$ cat config.mk
export PLATFORM = sky130hd
export DESIGN_NAME = hist_bin_eval
export DESIGN_NICKNAME = d
export VERILOG_FILES = /design/src/rtl/hist_bin_eval.sv
export SDC_FILE = /design/constraint.sdc
export NUM_CORES = 1
export LEC_CHECK = 0
export CAP_MARGIN = 5
export CORE_MARGIN = 3
export CORE_UTILIZATION = 43
export DETAILED_ROUTE_END_ITERATION = 8
export PLACE_DENSITY = 0.94
export SLEW_MARGIN = 20
export SYNTH_ARGS = -nofsm -noshare
export SYNTH_HDL_FRONTEND = slang
export SYNTH_SLANG_ARGS = --single-unit
$ cat constraint.sdc
create_clock -name vclk -period 2.1
set_input_delay 0.21 -clock vclk [all_inputs]
set_output_delay 0.21 -clock vclk [all_outputs]
set_load 0.05 [all_outputs]
$ cat src/rtl/hist_bin_eval.sv
module hist_bin_eval #(
    parameter int CODE_BITS   = 12,
    parameter int CNT_W       = 17,
    parameter bit EXEMPT_ENDS = 1'b1
) (
    input  logic [CODE_BITS-1:0] idx,
    input  logic [CNT_W-1:0]     cnt,
    input  logic [CODE_BITS-1:0] lo,
    input  logic [CODE_BITS-1:0] hi,
    input  logic [CNT_W-1:0]     fa,
    input  logic [CNT_W-1:0]     fw,
    output logic                 fail
);
    logic in_win;
    logic is_end;

    generate
        if (EXEMPT_ENDS) begin : g_exempt
            assign is_end = (idx == '0) || (idx == '1);
        end else begin : g_no_exempt
            assign is_end = 1'b0;
        end
    endgenerate

    always_comb begin
        in_win = (idx >= lo) && (idx <= hi);
        if (in_win) begin
            fail = (cnt < fw);
        end else begin
            fail = !is_end && (cnt < fa);
        end
    end

endmodule

==> results.yml, run 1 <==
outcome:
  status: "stopped before the end"
  stop_stage: "5_1_grt"
  error_line: "[ERROR DPL-0038] Utilization greater than 100%, impossible to legalize"
sta:
  grt-worst-endpoint: "fail"
  endpoint_type: "primary output"
yosys:
  synth_top_area_share_pct: 48.7
  synth.distinct_cells: 26
  ys_top_cells_by_count: "56 x ha_1, 55 x inv_1, 21 x a21oi_1"
  synth_nets: 343
  seq_area_frac_synth_pct: 0
  avgSynthCellArea_um2: 7.19
  yosys.area.top_type: "ha_1"
  yosysMostFrequentCell: "ha_1"
  syn_inst: 200
  yosys_warnings: 0
  ys_top_cells_by_area: "ha_1 49%, inv_1 14%, a21oi_1 7.3%"
  mappedNetlistArea_mm2: 0.00144
placed_design:
  gp_congestion: 0.814
  portBuffers: 88
  hpwl_um: 4440
global_routing:
  grt_max_degree: 4
floorplan:
  num_rows: 20
  num_io_pins: 88
  initial_core_util_pct: 46.0
  die_h_um: 63.8
  chipWidth_um: 63.8
clock_network:
  postCtsHoldBufs: 0
## metrics by stage
| step | setup TNS, ns | cell area (um^2) | instances | setup WS, ns |
|---|---|---|---|---|
| after floorplan | 0 | 1440 | 200 | 0.0283 |
| after global placement | -0.311 | 2540 | 353 | -0.311 |
| after detailed placement | -0.365 | 2540 | 353 | -0.365 |
| after CTS | 0 | 2990 | 354 | 0.00000755 |
## cell families after synthesis
family / Yosys count / share of synthesized area (%)
buf+inv: 55 / 14.4
mux: 1 / 0.696
compound gates: 44 / 19.5
fa+ha+maj: 56 / 48.7
simple gates: 44 / 16.7
## timing repair
item | in CTS
pin swaps | 59
setup buffers | 1
resized for setup | 175
endpoints found under the setup margin | 1
==> run 2, diff against run 1 <==
--- a/config.mk
+++ b/config.mk
@@ -6,10 +6,10 @@
 export NUM_CORES = 1
 export LEC_CHECK = 0
 export CAP_MARGIN = 5
-export CORE_MARGIN = 3
-export CORE_UTILIZATION = 43
+export CORE_AREA = 3 3 64 66
 export DETAILED_ROUTE_END_ITERATION = 8
-export PLACE_DENSITY = 0.94
+export DIE_AREA = 0 0 67 69
+export PLACE_DENSITY_LB_ADDON = 0.15
 export SLEW_MARGIN = 20
 export SYNTH_ARGS = -nofsm -noshare
 export SYNTH_HDL_FRONTEND = slang
==> results.yml, run 2 <==
outcome:
  status: "complete, but fails checks"
  violations: "setup timing"
power:
  leakage_nw: 1.51
  power_switching_mw: 0.286
  p_seq_share_pct: 0
  power_density_mw_per_mm2: 207
  power_frac_clock_pct: 0
  p_int_mw: 0.354
  swShare_pct: 44.7
  comb_power_share_pct: 100.0
  max-vdd-ir-drop_uv: 132
critical_path:
  worstSetupEndpointType: "primary output"
  critical_path.max_fanout: 2
  critPathLaunchType: "primary input"
  crit_arrival_ns: 1.93
  worstSetupPathType: "in -> out"
  crit_required_ns: 1.89
sta:
  rsz0062_at_grt: "yes"
  tightest_slew_ns: 0.372
  worst_slack_ns: -0.0392
  fmax_ghz: 0.467
  fin_crit_ns: 2.14
  period_share_pct: 102
  slew_violations: 0
  hold_viol: 0
  slew_headroom_pct: 75.0
  finalSetupViolCount: 1
yosys:
  ys_top_cells_by_area: "ha_1 49%, inv_1 14%, a21oi_1 7.3%"
  seq_area_frac_synth_pct: 0
  mappedNetlistArea_mm2: 0.00144
  yosys_warnings: 0
  synth_top_area_share_pct: 48.7
  yosys.area.top_type: "ha_1"
  syn_inst: 200
  ys_top_cells_by_count: "56 x ha_1, 55 x inv_1, 21 x a21oi_1"
  synth.distinct_cells: 26
  avgSynthCellArea_um2: 7.19
  synth_nets: 343
  yosysMostFrequentCell: "ha_1"
layout:
  multi_input_area_mm2: 0.00183
  nClkBuffers: 0
  seq_cells: 0
  final_nets: 455
  fill_cells: 223
  fin_cells: 358
  synthToLayoutAreaGrowth_pct: 115
  regArea_um2: 0
  n_antenna_cell: 0
  final_common_cell: "dlygate4sd2_1"
  drive_above_1_share_pct: 44.5
  layout_common_cells: "38 x dlygate4sd2_1, 35 x ha_4, 29 x inv_2, 25 x inv_1, 21 x buf_4"
floorplan:
  num_rows: 22
  chipWidth_um: 67
  num_io_pins: 88
  die_h_um: 69
  dieArea_mm2: 0.00462
  initial_core_util_pct: 39.6
  core-area_mm2: 0.00363
placed_design:
  place_inst: 358
  gp_congestion: 0.740
  dp_worst_setup_slack_ns: -0.374
  hpwl_um: 3620
  portBuffers: 88
detailed_routing:
  drt_iter0_markers: 71
  wire_per_inst_um: 15.9
  ant_nets: 0
  dr.pass1.iters: 4
  avgViaCountPerCell: 5.30
  drc_errors: 0
  wirelength_um: 5710
  num_vias: 1897
global_routing:
  overflow: 0
  grt_pass1_vias: 1880
  grt_pass1_wl_um: 7960
  antenna_found_initial: 0
  grt_max_degree: 4
  grt_usage_pct: 21.1
clock_network:
  post_cts_buffers: 0
  postCtsHoldBufs: 0
run:
  cap_viol_max_count: 0
hold_path:
  hold_path.class: "in -> out"
[run 2: repair_timing]
item | CTS | global route
pin swaps | 56 | 37
endpoints found under the setup margin | 1 | 1
hold endpoints to repair | 0 | 0
resized for setup | 146 | 82
gates cloned | 0 | 0
[run 2: power by group through the flow]
stage | clock network (mW) | logic (mW) | registers (mW)
final | 0 | 0.640 | 0
after global routing | 0 | 0.699 | 0
after CTS | 0 | 0.546 | 0
after detailed placement | 0 | 0.485 | 0
after global placement | 0 | 0.477 | 0
after floorplan | 0 | 0.212 | 0
[run 2: layer usage]
| layer | GRT usage [%] | vias to the layer above | share of wire, % |
|---|---|---|---|
| li1 | - | 939 | - |
| met1 | 22.4 | 860 | 37 |
| met2 | 41.4 | 80 | 54 |
| met3 | 3.09 | 18 | 6.6 |
| met4 | 4.95 | 0 | 3.0 |
| met5 | 0 | - | 0 |
[run 2: layout make-up]
cell class	count	area share, %
well taps	48	1.94
multi-input cells	145	59.3
inverters	55	6.77
repair buffers	110	32.0
[run 2: final timing paths]
check / end / from / slack, ns / cells past startpoint
setup / recovery: fail / fw[14] / -0.04 / 9
hold / removal: fail / cnt[15] / 1.14 / 6
[run 2: logic make-up (layout without fill, tap and decap cells)]
logic type | Yosys count | count (layout) | synth area share, %
muxes | 1 | 1 | 0.696
and+or+nand+nor | 44 | 44 | 16.7
AOI/OAI and AO/OA | 44 | 44 | 19.5
buffers and inverters | 55 | 165 | 14.4
adders and majority gates | 56 | 56 | 48.7
[run 2: through the flow]
stage / setup TNS, ns / hold slack, ns / instance area [um^2] / util [%] / power (mW)
CTS: 0 / 1.29 / 2890 / 79.4 / 0.546
finish: -0.0392 / 1.14 / 3090 / 85.0 / 0.640
detailed placement: -0.374 / 1.43 / 2560 / 70.4 / 0.485
global route: -0.118 / 1.16 / 3090 / 85.0 / 0.699
floorplan: 0 / 0.875 / 1440 / - / 0.212
global placement: -0.351 / 1.42 / 2560 / 70.4 / 0.477
[run 2: critical path, cell delays in order]
cell and delay (ns):
clkdlybuf4s50_1 0.51, inv_1 0.09, ha_4 0.22, a21oi_2 0.12
nor2b_1 0.06, o21ai_1 0.17, o311ai_2 0.15, mux2i_2 0.23
buf_12 0.17
Note: power is estimated with default switching activity, not from simulation.
